## config.mk

```make
export PLATFORM = sky130hd
export DESIGN_NAME = bwx_translator
export DESIGN_NICKNAME = d
export VERILOG_FILES = /design/src/rtl/bwx_pkg.sv /design/src/rtl/bwx_rst_sync.sv /design/src/rtl/bwx_cfg_regs.sv /design/src/rtl/bwx_xlat_core.sv /design/src/rtl/bwx_translator.sv
export SDC_FILE = /design/constraint.sdc
export NUM_CORES = 1
export LEC_CHECK = 0
export BUFFER_PORTS_ARGS = -buffer_cell sky130_fd_sc_hd__buf_2
export CELL_PAD_IN_SITES_DETAIL_PLACEMENT = 2
export CELL_PAD_IN_SITES_GLOBAL_PLACEMENT = 2
export CORE_MARGIN = 5
export CORE_UTILIZATION = 40
export CTS_BUF_LIST = sky130_fd_sc_hd__clkbuf_8
export DETAILED_ROUTE_END_ITERATION = 8
export PLACE_DENSITY = 0.91
export RECOVER_POWER = 25
export SYNTH_ARGS = -nofsm -noshare
export SYNTH_HDL_FRONTEND = slang
export SYNTH_HIERARCHICAL = 1
export SYNTH_SLANG_ARGS = --single-unit
export TNS_END_PERCENT = 50
```

## constraint.sdc

```tcl
create_clock -name clk -period 8.1 [get_ports clk]
set_input_delay 1.215 -clock clk [delete_from_list [all_inputs] [get_ports clk]]
set_output_delay 1.215 -clock clk [all_outputs]
set_load 0.01 [all_outputs]
```

## src/rtl/bwx_pkg.sv

```systemverilog
package bwx_pkg;
  localparam int unsigned BWX_ADDR_W = 32;
  localparam int unsigned BWX_OFF_W  = 8;
  localparam logic [BWX_OFF_W-1:0] OFF_IO_BASE  = 8'h30;
  localparam logic [BWX_OFF_W-1:0] OFF_MEM_BASE = 8'h34;

  typedef struct packed {
    logic                  hit;
    logic [BWX_ADDR_W-1:0] addr;
  } xlat_res_t;
endpackage

```

## src/rtl/bwx_rst_sync.sv

```systemverilog
module bwx_rst_sync (
  input  logic clk,
  input  logic rst_n,
  output logic rst_n_sync
);
  logic [1:0] sync_q;

  always_ff @(posedge clk or negedge rst_n) begin
    if (!rst_n) sync_q <= 2'b00;
    else        sync_q <= {sync_q[0], 1'b1};
  end

  assign rst_n_sync = sync_q[1];
endmodule

```

## src/rtl/bwx_cfg_regs.sv

```systemverilog
module bwx_cfg_regs #(
  parameter int unsigned ADDR_W    = bwx_pkg::BWX_ADDR_W,
  parameter int unsigned OFF_W     = bwx_pkg::BWX_OFF_W,
  parameter int unsigned IO_KEEP_W = 24
) (
  input  logic                 clk,
  input  logic                 rst_n,
  input  logic                 we,
  input  logic [OFF_W-1:0]     off,
  input  logic [ADDR_W-1:0]    wdata,
  output logic [ADDR_W-1:0]    mem_base,
  output logic [IO_KEEP_W-1:0] io_base
);
  logic [ADDR_W-1:0]    mem_q, mem_d;
  logic [IO_KEEP_W-1:0] io_q, io_d;
  logic                 mem_en, io_en;

  always_comb begin
    mem_en = we && (off == bwx_pkg::OFF_MEM_BASE);
    io_en  = we && (off == bwx_pkg::OFF_IO_BASE);
    mem_d  = wdata;
    io_d   = wdata[IO_KEEP_W-1:0];
  end

  always_ff @(posedge clk or negedge rst_n) begin
    if (!rst_n) begin
      mem_q <= '0;
      io_q  <= '0;
    end else begin
      if (mem_en) mem_q <= mem_d;
      if (io_en)  io_q  <= io_d;
    end
  end

  assign mem_base = mem_q;
  assign io_base  = io_q;

  // other offsets leave both registers untouched
  assert_other_off_stable_R7: assert property (@(posedge clk) disable iff (!rst_n)
    (we && off != bwx_pkg::OFF_MEM_BASE && off != bwx_pkg::OFF_IO_BASE)
      |=> ($stable(mem_base) && $stable(io_base)));

  // I/O base keeps the low bits of the written word
  assert_io_low_keep_R4: assert property (@(posedge clk) disable iff (!rst_n)
    (we && off == bwx_pkg::OFF_IO_BASE) |=> io_base == $past(wdata[IO_KEEP_W-1:0]));
endmodule

```

## src/rtl/bwx_xlat_core.sv

```systemverilog
module bwx_xlat_core #(
  parameter int unsigned ADDR_W     = bwx_pkg::BWX_ADDR_W,
  parameter int unsigned WIN_SEL_W  = 2,
  parameter int unsigned WIN_SPAN_W = 24,
  parameter int unsigned IO_KEEP_W  = 24,
  parameter logic [ADDR_W-WIN_SPAN_W-WIN_SEL_W-1:0] MEM_TAG = 6'h12,
  parameter logic [IO_KEEP_W-1:0] IO_PAGE = 24'hFFFFFC
) (
  input  logic                 clk,
  input  logic                 rst_n,
  input  logic [ADDR_W-1:0]    mem_base,
  input  logic [IO_KEEP_W-1:0] io_base,
  input  logic                 req_valid,
  input  logic                 req_io,
  input  logic [ADDR_W-1:0]    req_addr,
  output logic                 out_valid,
  output logic [ADDR_W-1:0]    out_addr,
  output logic                 out_hit
);
  localparam int unsigned NUM_WIN  = 1 << WIN_SEL_W;
  localparam int unsigned BYTE_W   = ADDR_W - WIN_SPAN_W;
  localparam int unsigned TAG_W    = ADDR_W - WIN_SPAN_W - WIN_SEL_W;
  localparam int unsigned IO_OFF_W = ADDR_W - IO_KEEP_W;

  logic [BYTE_W-1:0]    win_hi [NUM_WIN];
  logic [WIN_SEL_W-1:0] win_sel;
  bwx_pkg::xlat_res_t   res_d, res_q;
  logic                 valid_q;

  // Window 0 owns the top byte; higher windows walk down the register.
  for (genvar g = 0; g < NUM_WIN; g++) begin : g_win
    assign win_hi[g] = mem_base[(NUM_WIN-1-g)*BYTE_W +: BYTE_W];
  end

  always_comb begin
    win_sel = req_addr[WIN_SPAN_W +: WIN_SEL_W];
    if (req_io) begin
      res_d.hit  = (req_addr[ADDR_W-1 -: IO_KEEP_W] == IO_PAGE);
      res_d.addr = {io_base, req_addr[IO_OFF_W-1:0]};
    end else begin
      res_d.hit  = (req_addr[ADDR_W-1 -: TAG_W] == MEM_TAG);
      res_d.addr = {win_hi[win_sel], req_addr[WIN_SPAN_W-1:0]};
    end
    if (!res_d.hit) res_d.addr = '0;
  end

  always_ff @(posedge clk or negedge rst_n) begin
    if (!rst_n) begin
      valid_q <= 1'b0;
      res_q   <= '0;
    end else begin
      valid_q <= req_valid;
      if (req_valid) res_q <= res_d;
    end
  end

  assign out_valid = valid_q;
  assign out_addr  = res_q.addr;
  assign out_hit   = res_q.hit;

  // one-cycle valid latency
  assert_valid_lat_R6: assert property (@(posedge clk) disable iff (!rst_n)
    req_valid |=> out_valid);
  assert_valid_idle_R6: assert property (@(posedge clk) disable iff (!rst_n)
    !req_valid |=> !out_valid);
  // result held without a request
  assert_hold_R6: assert property (@(posedge clk) disable iff (!rst_n)
    !req_valid |=> ($stable(out_addr) && $stable(out_hit)));
  // a miss reports a zero address
  assert_miss_zero_R5: assert property (@(posedge clk) disable iff (!rst_n)
    (out_valid && !out_hit) |-> out_addr == '0);
  // low span passes straight through for a memory hit
  assert_mem_low_R3: assert property (@(posedge clk) disable iff (!rst_n)
    (req_valid && !req_io && req_addr[ADDR_W-1 -: TAG_W] == MEM_TAG)
      |=> (out_hit && out_addr[WIN_SPAN_W-1:0] == $past(req_addr[WIN_SPAN_W-1:0])));
endmodule

```

## src/rtl/bwx_translator.sv

```systemverilog
module bwx_translator #(
  parameter int unsigned ADDR_W     = bwx_pkg::BWX_ADDR_W,
  parameter int unsigned WIN_SEL_W  = 2,
  parameter int unsigned WIN_SPAN_W = 24,
  parameter int unsigned IO_KEEP_W  = 24,
  parameter logic [ADDR_W-WIN_SPAN_W-WIN_SEL_W-1:0] MEM_TAG = 6'h12,
  parameter logic [IO_KEEP_W-1:0] IO_PAGE = 24'hFFFFFC
) (
  input  logic                          clk,
  input  logic                          rst_n,
  input  logic                          cfg_we,
  input  logic [bwx_pkg::BWX_OFF_W-1:0] cfg_off,
  input  logic [ADDR_W-1:0]             cfg_wdata,
  input  logic                          req_valid,
  input  logic                          req_io,
  input  logic [ADDR_W-1:0]             req_addr,
  output logic                          xl_valid,
  output logic [ADDR_W-1:0]             xl_addr,
  output logic                          xl_hit
);
  logic                 rst_n_int;
  logic [ADDR_W-1:0]    mem_base;
  logic [IO_KEEP_W-1:0] io_base;

  bwx_rst_sync u_rst (
    .clk        (clk),
    .rst_n      (rst_n),
    .rst_n_sync (rst_n_int)
  );

  bwx_cfg_regs #(
    .ADDR_W    (ADDR_W),
    .OFF_W     (bwx_pkg::BWX_OFF_W),
    .IO_KEEP_W (IO_KEEP_W)
  ) u_regs (
    .clk      (clk),
    .rst_n    (rst_n_int),
    .we       (cfg_we),
    .off      (cfg_off),
    .wdata    (cfg_wdata),
    .mem_base (mem_base),
    .io_base  (io_base)
  );

  bwx_xlat_core #(
    .ADDR_W     (ADDR_W),
    .WIN_SEL_W  (WIN_SEL_W),
    .WIN_SPAN_W (WIN_SPAN_W),
    .IO_KEEP_W  (IO_KEEP_W),
    .MEM_TAG    (MEM_TAG),
    .IO_PAGE    (IO_PAGE)
  ) u_core (
    .clk       (clk),
    .rst_n     (rst_n_int),
    .mem_base  (mem_base),
    .io_base   (io_base),
    .req_valid (req_valid),
    .req_io    (req_io),
    .req_addr  (req_addr),
    .out_valid (xl_valid),
    .out_addr  (xl_addr),
    .out_hit   (xl_hit)
  );
endmodule

```

==> results of run 1 <==
-- final timing paths --
| path | endpoint | depth (start not counted) | slack, ns | startpoint |
|---|---|---|---|---|
| worst max-delay path | u_core/out_addr[24] | 6 | 4.94 | req_io |
| worst min-delay path | u_rst/sync_q[1] | 0 | 0.36 | u_rst/sync_q[0] |
| worst max register to register | u_core/out_addr[30] | 3 | 6.68 | u_regs/mem_base[6] |
| worst min register to register | u_rst/sync_q[1] | 0 | 0.36 | u_rst/sync_q[0] |
| max in group asynchronous | u_regs/io_base[20] | 1 | 6.76 | u_rst/sync_q[1] |
| min in group asynchronous | u_rst/sync_q[1] | 1 | 0.62 | rst_n |
-- registers in the layout, indices dropped and copies added, names as in the netlist --
| register | count |
|---|---|
| u_core/out_valid | 1 |
| u_regs/mem_base | 32 |
| u_regs/io_base | 24 |
| u_core/out_addr | 32 |
| u_rst/sync_q | 2 |
| u_core/out_hit | 1 |
-- layout make-up --
class	count	area share
clock buffers	10	0.0270
clock inverters	6	0.0125
multi-input cells	172	0.361
flip-flops and latches	92	0.453
well taps	140	0.0344
repair buffers	113	0.112
-- cells by family (layout without fill, tap and decap cells) --
group                  after synthesis  in the layout  synth area share
buffers and inverters               20            129            0.0398
flip-flops                          92             92             0.534
AND/OR/NAND/NOR                     49             49            0.0635
multiplexers                        96             96             0.286
other                                1              1          0.000870
AO/OA/AOI/OAI                       26             26            0.0760
-- metal layers --
layer / wire, um / track usage
met5: 0 / 0
met4: 214 / 0.0689
met3: 542 / 0.0414
met2: 6390 / 0.341
met1: 5080 / 0.242
-- stage by stage --
stage / power [W] / utilization / hold WS [ns]
2_1_floorplan: 0.000573 / - / 0.331
3_3_place_gp: 0.000620 / 0.457 / 0.339
3_5_place_dp: 0.000629 / 0.457 / 0.343
4_1_cts: 0.000950 / 0.476 / 0.359
5_1_grt: 0.000981 / 0.476 / 0.362
6_report: 0.000938 / 0.476 / 0.356
-- worst reg2reg max path, stage by stage, from the launching register on --
cell	delay, ns
dfrtp_1	0.41
mux4_2	0.51
mux2i_1	0.24
a211oi_2	0.11
-- placed cells by master, fill, tap and decap left out, types with 2 or more instances in the layout --
master and instances:
nor2_1 35, buf_2 109, nand4_1 4, a211oi_2 21
clkinv_2 2, clkbuf_8 10, dfrtp_1 91, nand2_1 2
mux2i_1 32, clkinvlp_4 2, mux2_2 29, mux4_2 8
buf_4 3, mux2_4 27, a211oi_1 3
-- power by group through the flow --
stage	clock network (W)	logic, W	registers, W
after detailed placement	0	0.000122	0.000507
after CTS	0.000328	0.000124	0.000498
final	0.000318	0.000122	0.000498
after global placement	0	0.000115	0.000505
after floorplan	0	0.0000616	0.000512
after global routing	0.000349	0.000132	0.000501
==> metrics, run 1 <==
Switching Fraction 0.265; PD cells 184 nW/um^2; count of port buffers added during placement 110; final hold vios 0; main area contributors after synthesis dfrtp_1 (53%), mux2_4 (9.4%), mux2_2 (7.6%), mux2i_1 (7.4%), a211oi_2 (6.1%); vias 2786; WP data arrival 3.42 ns; gr usage total 0.196; # clock sinks slightly above 90; Final Max Slew Viols 0; crit start category input pin; placer congestion estimate ~0.74; Leak 2.57 nW; critical path class in2reg; ant diodes 0; Die H between 100 and 150 um; nets@finish 465; Mapped Cells 284; Syn. warnings 6; Comb power frac 0.130; largest net degree at the start of global routing 91; final wirelength 12200 um; TritonCTS clock tree done; most frequent cell after synthesis dfrtp_1; Worst IR Drop VDD ~0.10 mV; syn nets 361; syn avg cell area 15.2 um^2; area of the multi-input gates 1840 um^2; num ports approximately 110; setup_tns 0 ns; Routed Antenna Nets 0; clock network fraction of total power 0.339; initial antenna violation count 0; fin area 5090 um^2; WP buf/inv 2; RSZ-0062 raised after global routing false; layout cell share with drive strength beyond 1 0.565; Crit-path slowest cell buf_2; htree depth 3; dpl hpwl about 8700 um; #FFs+latches synth 92; PnR worst setup slack 4.94 ns; element type at the critical path end flop; crit path cell chain buf_2 -> nand4_1 -> nor3_1 -> a31oi_4 -> buf_4 -> a211oi_1; Worst Path Required 8.36 ns; Pint 0.000689 W; worst skew pair latency 0.37 ns; DRC 0; number of enable flip-flop cells after synthesis 0; Slew HR 0.242; area grow syn2layout 18.1%; DR WL/cell 22.9 um; CTS Hold Bufs 0; Tcrit/Tclk final 0.390; clock skew 0.0104 ns; DR iter-0 viols 86; CP max FO 26; Slew @ Worst Pin around 1.1 ns; cts bufs inserted 9; Async SR Flop Fraction 1.00; Finished Layout Cells 533; first-pass GRT wire length between 15000 and 20000 um; Netlist cell types 26; setup bufs post-CTS 0; status completed; Mapped Area between 4000 and 5000 um^2; Seq/Total Area, Yosys 0.534; Site Rows 38; Die W ~110 um; worst min path class reg2reg; Post-DP Area 4890 um^2; Synth Flop Type dfrtp_1; fmax 317 MHz; grt ovf 0; Post-synth top cells dfrtp_1 (92), nor2_1 (35), mux2i_1 (32); DR pass1 iterations 4; post-synth top area share 0.534; CP peak stage delay between 0.6 and 0.7 ns; Clock Tree Buf Depth 2; dpl cells 517; via/cell ratio between 5 and 6; Place WS 4.62 ns; fill count 1037; Root Buffer clkbuf_8; Max Cap Viol 0; Seq. cell area about 2300 um^2; Clock transition at path regs approximately 0.08 ns; Crit path max-delay family buffers and inverters; Initial Utilization 0.403; Sw Pwr 0.000249 W; core region area ~11000 um^2; fin crit period 3.16 ns; Die ar. 13000 um^2; number of gates resized after CTS 0; setup violators final 0; Reg power frac 0.531; dominant cell type by area after synthesis dfrtp_1; number of global-route vias before repair 3249
No activity file was read; power rests on OpenSTA's default activity.
==> run 2: changes to the inputs <==
--- a/config.mk
+++ b/config.mk
@@ -9,10 +9,10 @@
 export CELL_PAD_IN_SITES_DETAIL_PLACEMENT = 2
 export CELL_PAD_IN_SITES_GLOBAL_PLACEMENT = 2
 export CORE_MARGIN = 5
-export CORE_UTILIZATION = 40
+export CORE_UTILIZATION = 34
 export CTS_BUF_LIST = sky130_fd_sc_hd__clkbuf_8
 export DETAILED_ROUTE_END_ITERATION = 8
-export PLACE_DENSITY = 0.91
+export PLACE_DENSITY = 0.82
 export RECOVER_POWER = 25
 export SYNTH_ARGS = -nofsm -noshare
 export SYNTH_HDL_FRONTEND = slang
==> constraint.sdc (replaced) <==
create_clock -name clk -period 2.7 [get_ports clk]
set_input_delay 0.405 -clock clk [delete_from_list [all_inputs] [get_ports clk]]
set_output_delay 0.405 -clock clk [all_outputs]
set_load 0.01 [all_outputs]
==> run 2 against run 1 <==
Against the previous run:
- the flow now finishes with violations (capacitance limit, slew limit)
- via count shrank 1.1%
- wire length shrank 3.8%
- hold slack lost 0.086 ns
- largest cell class unchanged
- largest power group unchanged
==> metrics, run 2 (same netlist as run 1, synthesis figures left out) <==
Clock transition at path regs 0.09 ns (about the same); Crit-path slowest cell clkbuf_2; CP max FO 58 (+120%); status complete, but fails checks; Reg-to-Reg Start u_rst/sync_q[1]; RSZ-0062 raised after global routing false; num ports 111 (unchanged); DR iter-0 viols 63 (-27%); setup_tns 0 ns (unchanged); Die H 123 um (+7.7%); critical path class in2reg; DR pass1 iterations 4 (unchanged); Critical path origin req_valid; Total Power 0.00270 W (+190%); htree depth 3 (unchanged); Max Cap Viol 1 (+1); CTS Hold Bufs 1 (+1); crit path cell chain buf_2 -> clkbuf_2 -> nor2_1 -> a211oi_2; TritonCTS clock tree done; Die W 123 um (+7.7%); Leak 2.60 nW (+1.2%); CP peak stage delay 1.11 ns (+0.48 ns); Slew HR -0.00939 (-0.252); most frequent cells in the layout buf_2 (109), dfrtp_1 (91), nor2_1 (35); grt ovf 0 (unchanged); worst min path class in2reg; WP data arrival 2.11 ns (-1.31 ns); dpl hpwl 8840 um (+1.4%); failing checks capacitance limit, slew limit; PD cells 524 nW/um^2 (+180%); crit start category input pin; fmax around 540 MHz; clock skew 0.00820 ns (-0.00224 ns); vias 2754 (-1.1%); layout cell share with drive strength beyond 1 0.563 (-0.00207); number of gates resized after CTS 0 (unchanged); area of the multi-input gates 1840 um^2 (unchanged); gr usage total 0.165 (-0.0315); first-pass GRT wire length 18300 um (-3.5%); Tcrit/Tclk final 0.682; ant diodes 0 (unchanged); Initial Utilization 0.344 (-0.0586); number of global-route vias before repair 3212 (-1.1%); Slew @ Worst Pin 1.51 ns (+0.377 ns); Seq. cell area 2310 um^2 (unchanged); setup violators final 0 (unchanged); Worst Path Required 2.97 ns (-5.39 ns); area grow syn2layout 19.6%; worst skew pair latency 0.37 ns (about the same); largest net degree at the start of global routing 59 (-35%); count of port buffers added during placement 110 (unchanged); Site Rows 41 (+7.9%); nets@finish 471 (+1.3%); fin crit period roughly 1.8 ns; Routed Antenna Nets 0 (unchanged); Die ar. 15000 um^2 (+16%); Clock Tree Buf Depth 2 (unchanged); element type at the critical path end flop; via/cell ratio 4.83 (-7.6%); DR WL/cell 20.6 um (-10%); fill count 1310 (+26%); R2R setup slack 0.88 ns (-5.80 ns); Root Buffer clkbuf_8; Worst IR Drop VDD 0.214 mV (+100%); DRC 0 (unchanged); setup bufs post-CTS 0 (unchanged); final hold vios 0 (unchanged); core region area 12500 um^2 (+17%); cts bufs inserted 9 (unchanged); initial antenna violation count 0 (unchanged); Final Max Slew Viols 59 (+59); final wirelength 11800 um (-3.8%); worst hold start cfg_wdata[24]; placer congestion estimate 0.720 (-2.7%); # clock sinks 92 (unchanged); commonest non-fill, non-tap cell in the layout buf_2
[run 2: changes by cell type in the layout (fill, tap and decap cells not counted)]
cell	before	now
clkinv_4	1	0
bufinv_16	1	0
inv_1	0	2
buf_12	0	1
dlygate4sd3_1	0	1
buf_4	3	5
clkbuf_8	10	11
clkbuf_2	0	2
clkinvlp_4	2	0
[run 2: per-layer routing]
metal  global-route usage  vias to the layer above  part of all wire
met3               0.0276                       14             0.041
met2                0.292                       76              0.53
li1                     -                     1250                 -
met1                0.199                     1414              0.41
met5                    0                        -                 0
met4               0.0644                        0             0.017
[run 2: power by group]
group          internal, W  leakage [nW]  switching (W)
sequential         0.00145          1.24      0.0000563
combinational     0.000172          1.26       0.000179
clock             0.000371        0.0976       0.000478
total              0.00199          2.60       0.000713
[run 2: area by class of cell]
| class | instances | area share |
|---|---|---|
| multi-input combinational | 172 | 0.357 |
| clock inverter | 4 | 0.00340 |
| clock buffer | 11 | 0.0294 |
| sequential | 92 | 0.447 |
| tap | 172 | 0.0417 |
| timing repair buffer | 119 | 0.122 |
[run 2: metrics by stage]
stage	std cells	setup WS [ns]	util	hold slack, ns	instance area [um^2]
floorplan	284	1.09	-	0.109	4310
global placement	554	0.636	0.399	0.189	5000
detailed placement	554	0.613	0.399	0.193	5000
CTS	570	1.01	0.413	0.248	5170
global route	570	0.510	0.412	0.258	5160
finish	570	0.857	0.412	0.269	5160
[run 2: worst max-delay path: cells and delay by family]
family,cells,cell delay [ns]
buffers and inverters,2,1.22
AND/OR/NAND/NOR,1,0.19
AO/OA/AOI/OAI,1,0.28
[run 2: final timing paths]
path,endpoint,cells past startpoint
max in group asynchronous,u_regs/mem_base[20],1
worst max register to register,u_regs/mem_base[20],1
min in group asynchronous,u_rst/sync_q[1],2
worst min register to register,u_rst/sync_q[1],0
worst min-delay path,u_regs/mem_base[24],2
worst max-delay path,u_core/out_addr[30],4
